[config.mk]
export PLATFORM = sky130hd
export DESIGN_NAME = irq_chain_unit
export DESIGN_NICKNAME = d
export VERILOG_FILES = /design/src/rtl/irq_chain_pkg.sv /design/src/rtl/irq_status_bank.sv /design/src/rtl/irq_mask_bank.sv /design/src/rtl/irq_chain_unit.sv
export SDC_FILE = /design/constraint.sdc
export NUM_CORES = 1
export LEC_CHECK = 0
export BUFFER_PORTS_ARGS = -buffer_cell sky130_fd_sc_hd__buf_4
export CORE_MARGIN = 4
export CORE_UTILIZATION = 56
export DETAILED_ROUTE_END_ITERATION = 16
export PLACE_DENSITY = 0.84
export SYNTH_ARGS = -nofsm -noshare
export SYNTH_HDL_FRONTEND = slang
export SYNTH_SLANG_ARGS = --single-unit
[constraint.sdc]
create_clock -name clk -period 3.6 [get_ports clk]
set_clock_uncertainty 0.05 [all_clocks]
set_input_delay 0.36 -clock clk [delete_from_list [all_inputs] [get_ports clk]]
set_output_delay 0.36 -clock clk [all_outputs]
set_load 0.01 [all_outputs]
[src/rtl/irq_chain_pkg.sv]
package irq_chain_pkg;

    typedef enum logic [1:0] {
        SEL_STAT_A = 2'd0,
        SEL_STAT_B = 2'd1,
        SEL_MASK_A = 2'd2,
        SEL_MASK_B = 2'd3
    } irq_sel_e;

    localparam int unsigned NUM_BANKS = 2;

endpackage

[src/rtl/irq_status_bank.sv]
module irq_status_bank #(
    parameter int unsigned W        = 16,
    parameter bit          RSVD_LSB = 1'b0
) (
    input  logic         clk,
    input  logic         rst_n,
    input  logic [W-1:0] ev,
    input  logic         clr,
    output logic [W-1:0] st
);

    typedef struct packed {
        logic [W-1:0] st;
    } bank_state_t;

    bank_state_t  s_d, s_q;
    logic [W-1:0] ev_eff;

    generate
        if (RSVD_LSB) begin : g_rsvd
            assign ev_eff = {ev[W-1:1], 1'b0};
        end else begin : g_full
            assign ev_eff = ev;
        end
    endgenerate

    always_comb begin
        s_d = s_q;
        if (clr) begin
            s_d.st = '0;
        end
        s_d.st = s_d.st | ev_eff;
    end

    always_ff @(posedge clk) begin
        if (!rst_n) begin
            s_q <= '0;
        end else begin
            s_q <= s_d;
        end
    end

    assign st = s_q.st;

    // without a clear, no set bit drops
    a_r2_sticky: assert property (@(posedge clk) disable iff (!rst_n)
        !clr |=> ((st & $past(st)) == $past(st)));

    // every incoming event is present afterwards, even across a clear
    a_r4_keep: assert property (@(posedge clk) disable iff (!rst_n)
        1'b1 |=> ((st & $past(ev_eff)) == $past(ev_eff)));

    // a clear with no new event empties the bank
    a_r3_clear: assert property (@(posedge clk) disable iff (!rst_n)
        (clr && (ev_eff == '0)) |=> (st == '0));

endmodule

[src/rtl/irq_mask_bank.sv]
module irq_mask_bank #(
    parameter int unsigned W         = 16,
    parameter bit          FIXED_LSB = 1'b0
) (
    input  logic         clk,
    input  logic         rst_n,
    input  logic         wr,
    input  logic [W-1:0] wdata,
    output logic [W-1:0] mask
);

    typedef struct packed {
        logic [W-1:0] mask;
    } mask_state_t;

    localparam logic [W-1:0] RST_VAL = FIXED_LSB ? W'(1) : '0;

    mask_state_t s_d, s_q;

    always_comb begin
        s_d = s_q;
        if (wr) begin
            s_d.mask = wdata;
        end
        if (FIXED_LSB) begin
            s_d.mask[0] = 1'b1;
        end
    end

    always_ff @(posedge clk) begin
        if (!rst_n) begin
            s_q.mask <= RST_VAL;
        end else begin
            s_q <= s_d;
        end
    end

    assign mask = s_q.mask;

    // mask holds its value unless written
    a_r7_hold: assert property (@(posedge clk) disable iff (!rst_n)
        !wr |=> $stable(mask));

endmodule

[src/rtl/irq_chain_unit.sv]
module irq_chain_unit
    import irq_chain_pkg::*;
#(
    parameter int unsigned W = 16
) (
    input  logic         clk,
    input  logic         rst_n,
    input  logic [W-1:0] ev_a,
    input  logic [W-1:0] ev_b,
    input  logic [1:0]   addr,
    input  logic         rd_en,
    input  logic         wr_en,
    input  logic [W-1:0] wdata,
    output logic [W-1:0] rdata,
    output logic         irq
);

    logic [W-1:0] ev_arr [NUM_BANKS];
    logic [W-1:0] st_arr [NUM_BANKS];
    logic [W-1:0] mk_arr [NUM_BANKS];
    logic         chain;
    logic         b_pend;
    logic [W-1:0] st_b_view;

    assign ev_arr[0] = ev_a;
    assign ev_arr[1] = ev_b;

    generate
        for (genvar g = 0; g < NUM_BANKS; g++) begin : g_bank
            logic clr_g;
            logic wr_g;
            assign clr_g = rd_en && (addr == 2'(g));
            assign wr_g  = wr_en && (addr == 2'(g + 2));

            irq_status_bank #(.W(W), .RSVD_LSB(g == 1)) u_stat (
                .clk  (clk),
                .rst_n(rst_n),
                .ev   (ev_arr[g]),
                .clr  (clr_g),
                .st   (st_arr[g])
            );

            irq_mask_bank #(.W(W), .FIXED_LSB(g == 1)) u_mask (
                .clk  (clk),
                .rst_n(rst_n),
                .wr   (wr_g),
                .wdata(wdata),
                .mask (mk_arr[g])
            );
        end
    endgenerate

    always_comb begin
        chain     = |(st_arr[0] & mk_arr[0]);
        b_pend    = |(st_arr[1][W-1:1] & mk_arr[1][W-1:1]);
        st_b_view = {st_arr[1][W-1:1], chain};
        irq       = chain | b_pend;
        unique case (irq_sel_e'(addr))
            SEL_STAT_A: rdata = st_arr[0];
            SEL_STAT_B: rdata = st_b_view;
            SEL_MASK_A: rdata = mk_arr[0];
            default:    rdata = mk_arr[1];
        endcase
    end

    // a set chain bit always raises the request line
    a_r5_chain_irq: assert property (@(posedge clk) disable iff (!rst_n)
        chain |-> irq);

    // an enabled pending B event always raises the request line
    a_r8_b_irq: assert property (@(posedge clk) disable iff (!rst_n)
        b_pend |-> irq);

    // a write to a status address never sets a status bit without an event
    a_r9_no_wr: assert property (@(posedge clk) disable iff (!rst_n)
        (wr_en && !addr[1] && (ev_a == '0)) |=> ((st_arr[0] & ~$past(st_arr[0])) == '0));

endmodule

==> results.env <==
POWER-PER-CELL-AREA_mW_PER_MM2=432
POST-ROUTE-DRC-COUNT=0
MAX_SLEW_MARGIN_PCT=49.7
VDD.IR_DROP.WORST_uV=325
PLACED_AREA_MM2=0.00326
DETAILEDPLACE.WORSTSLACK_NS=1.72
GLOBALROUTETOTALUTIL_PCT=25.6
CTS_TREE='done'
CTS.HOLD.BUFFERS_ADDED=0
SETUP-TNS-FINAL_NS=0
DIEHEIGHT_UM=78.3
SETUP_VIOLATIONS=0
TIMING.SETUP.CRITICAL_PATH_CLASS='flop to primary output'
DOMINANTREGCELLSYNTH='dfxtp_1'
DESIGN.PORTCOUNT=71
MIN_PERIOD_OVER_PERIOD_PCT=60.1
HPWL_UM=4950
FINISH.INSTANCE_AREA_MM2=0.00342
CLOCK_SINK_COUNT=62
YS.WARNINGS.COUNT=0
MAXIMUM_FANOUT_COUNT_ALONG_THE_CRITICAL_PATH=3
SYN_INST=279
DESIGN.DIE.AREA_MM2=0.00613
WORST_SKEW_PAIR.LATE_LATENCY_NS=0.34
CAP_VIOL_MAX_COUNT=0
GP_CONGESTION=0.856
LAYOUT.FILLER_CELLS=393
CHIPWIDTH_UM=78.3
DRTANTENNAVIOLNETS=0
AREA_DELTA_SYNTH_FINAL_PCT=23.7
SYNTHTOPCELLSBYAREA='dfxtp_1 (45%), mux4_1 (14%), nand2_1 (8.4%)'
DRT-VIAS-PER-INSTANCE=5.80
CORE_AREA_MM2=0.00475
RUN_STATUS='finished, final reports clean'
CRITICAL_PATH_REQUIRED_NS=3.19
CTS_BUFFER_COUNT=9
CLOCK-ROOT-BUFFER='clkbuf_8'
MAPPEDNETLISTAREA_MM2=0.00277
HOLD_VIOLATIONS=0
POSTCTSSETUPREPAIRBUFS=0
FF_LATCH_AREA_MM2=0.00124
CTS_REPAIR_RESIZE_COUNT=0
NUMBER_OF_DETAILED_ROUTING_ITERATIONS_RUN_BEFORE_ANTENNA_REPAIR=4
CTS_MAX_LEVEL=3
SYNTH.NET_COUNT=333
POST_SYNTH_NUM_CELL_TYPES=24
YOSYSTOPAREACELLSHARE_PCT=44.8
SYNTH_AREA_LEADER_CELL='dfxtp_1'
FIRST_PASS_GRT_WIRE_LENGTH_UM=12000
ANTENNA-DIODE-COUNT=0
YOSYSSEQAREASHARE_PCT=44.8
HOLDCRITPATHCLASS='primary input to flop'
SYNTH.CELLS.MOST_FREQUENT='dfxtp_1 (62), nand2_1 (62), a21oi_1 (31), nor2b_1 (31), a21boi_0 (29)'
TIMING_WORST_SLEW_PIN_VALUE_NS=0.752
DRT-TOTAL-WL_UM=7350
CP_DATA_ARRIVAL_TIME_NS=1.75
CTS_MAX_PATH_BUFFERS=2
SYNTH-EDFF-COUNT=0
IO_BUFFERS=69
GRT_START_MAX_NET_PINS=63
CP-END-KIND='primary output'
WORST_SETUP_PATH_START_KIND='flop'
TIMING.FINAL.WS_SETUP_NS=1.44
GRT_PASS1_VIAS=2381
LEAK_PWR_uW=0.00143
GRT_SETUP_UNREPAIRED='false'
FINISH.NET_COUNT=395
SYNTHARSTFLOPSHARE_PCT=0
DP.CELLS=397
LAYOUT-DRIVE-GT1-SHARE_PCT=23.1
TIMING_MAX_TRANSITION_VIOLATIONS_FINAL=0
INITIAL_CORE_UTIL_PCT=58.2
DETAILROUTE.VIA_COUNT=2395
DETAILEDROUTE.FIRSTITERATIONVIOLATIONS=200
ROW_COUNT=25
SYNTH_SEQ_CELLS=62
FINAL_PERIOD_MINUS_WORST_SETUP_SLACK_NS=2.16
GRT_OVERFLOW_TOTAL=0
CTS.REPORTEDPATHS.CLKPINSLEW_NS=0.06
GRT_ANTENNA_BEFORE_REPAIR=0
AVGROUTEDWIREPERCELL_UM=17.8
LAYOUT.CELLS.NON_FILLER=413
MAX_FREQ_MHz=462
POST_SYNTH.CELL_AREA_AVG_UM2=9.92
MULTIINPUTGATEAREA_MM2=0.00141
==> report_power, final <==
| part | internal, µW | switching (µW) | leakage [µW] |
|---|---|---|---|
| registers | 723 | 31.8 | 0.000512 |
| clock network | 269 | 252 | 0.0000817 |
| logic | 113 | 88.7 | 0.000832 |
| total | 1110 | 373 | 0.00143 |
==> cells in the final DEF, fill, tap and decap left out, drive strengths merged <==
cell type	n
and4	1
nor2b	31
buf	69
a22o	6
mux4	15
nand4	1
and3	3
a31oi	1
inv	2
clkbuf	15
a221oi	6
clkinv	1
dfxtp	62
a22oi	2
a21oi	31
a21boi	31
a222oi	1
nand3	4
nand2	62
o31ai	1
or3	1
==> worst paths after layout <==
kind	to	depth (start not counted)	start	slack (ns)
min reg2reg	g_bank[1].u_mask.mask[7]	2	g_bank[1].u_mask.mask[7]	0.43
min	g_bank[1].u_stat.st[14]	3	ev_b[14]	0.19
max	rdata[0]	5	g_bank[0].u_stat.st[9]	1.44
max reg2reg	g_bank[1].u_mask.mask[8]	2	g_bank[1].u_mask.mask[8]	2.80
==> worst max-delay path: stages, from the launching register on <==
cell      delay (ns)
dfxtp_1         0.34
a22o_1          0.25
a221oi_1        0.26
and4_1          0.27
a31oi_1         0.11
buf_4           0.17
==> sequential cells by signal, indices dropped and copies added, names as in the netlist <==
name                cells
g_bank.u_mask.mask     31
g_bank.u_stat.st       31
==> per-stage QoR <==
stage                     total power [µW]  util [%]  hold slack [ns]
after floorplan                        869         -            0.393
after global placement                 964      68.6            0.408
after detailed placement               970      68.6            0.418
after CTS                             1480      72.0            0.188
after global routing                  1530      72.0            0.193
final                                 1480      72.0            0.192
==> cells by family after synthesis <==
logic type      count (synthesis)  synth area share (%)
buf+inv                        20                  4.11
compound gates                 79                  19.2
simple gates                  103                  17.6
flops                          62                  44.8
mux                            15                  14.2
==> per-layer routing <==
layer	wire, µm	global-route usage, %
met1	2980	30.8
met3	576	5.73
met5	0	0
met4	148	11.9
met2	3640	43.3
==> layout make-up <==
| cell class | count | share of cell area (%) |
|---|---|---|
| Clock buffer | 15 | 4.57 |
| Clock inverter | 1 | 0.146 |
| Inverter | 2 | 0.219 |
| Multi-Input combinational cell | 197 | 41.2 |
| Sequential cell | 62 | 36.2 |
| Tap cell | 67 | 2.45 |
| Timing Repair Buffer | 69 | 15.1 |
Power figures use the tool's default switching activity.
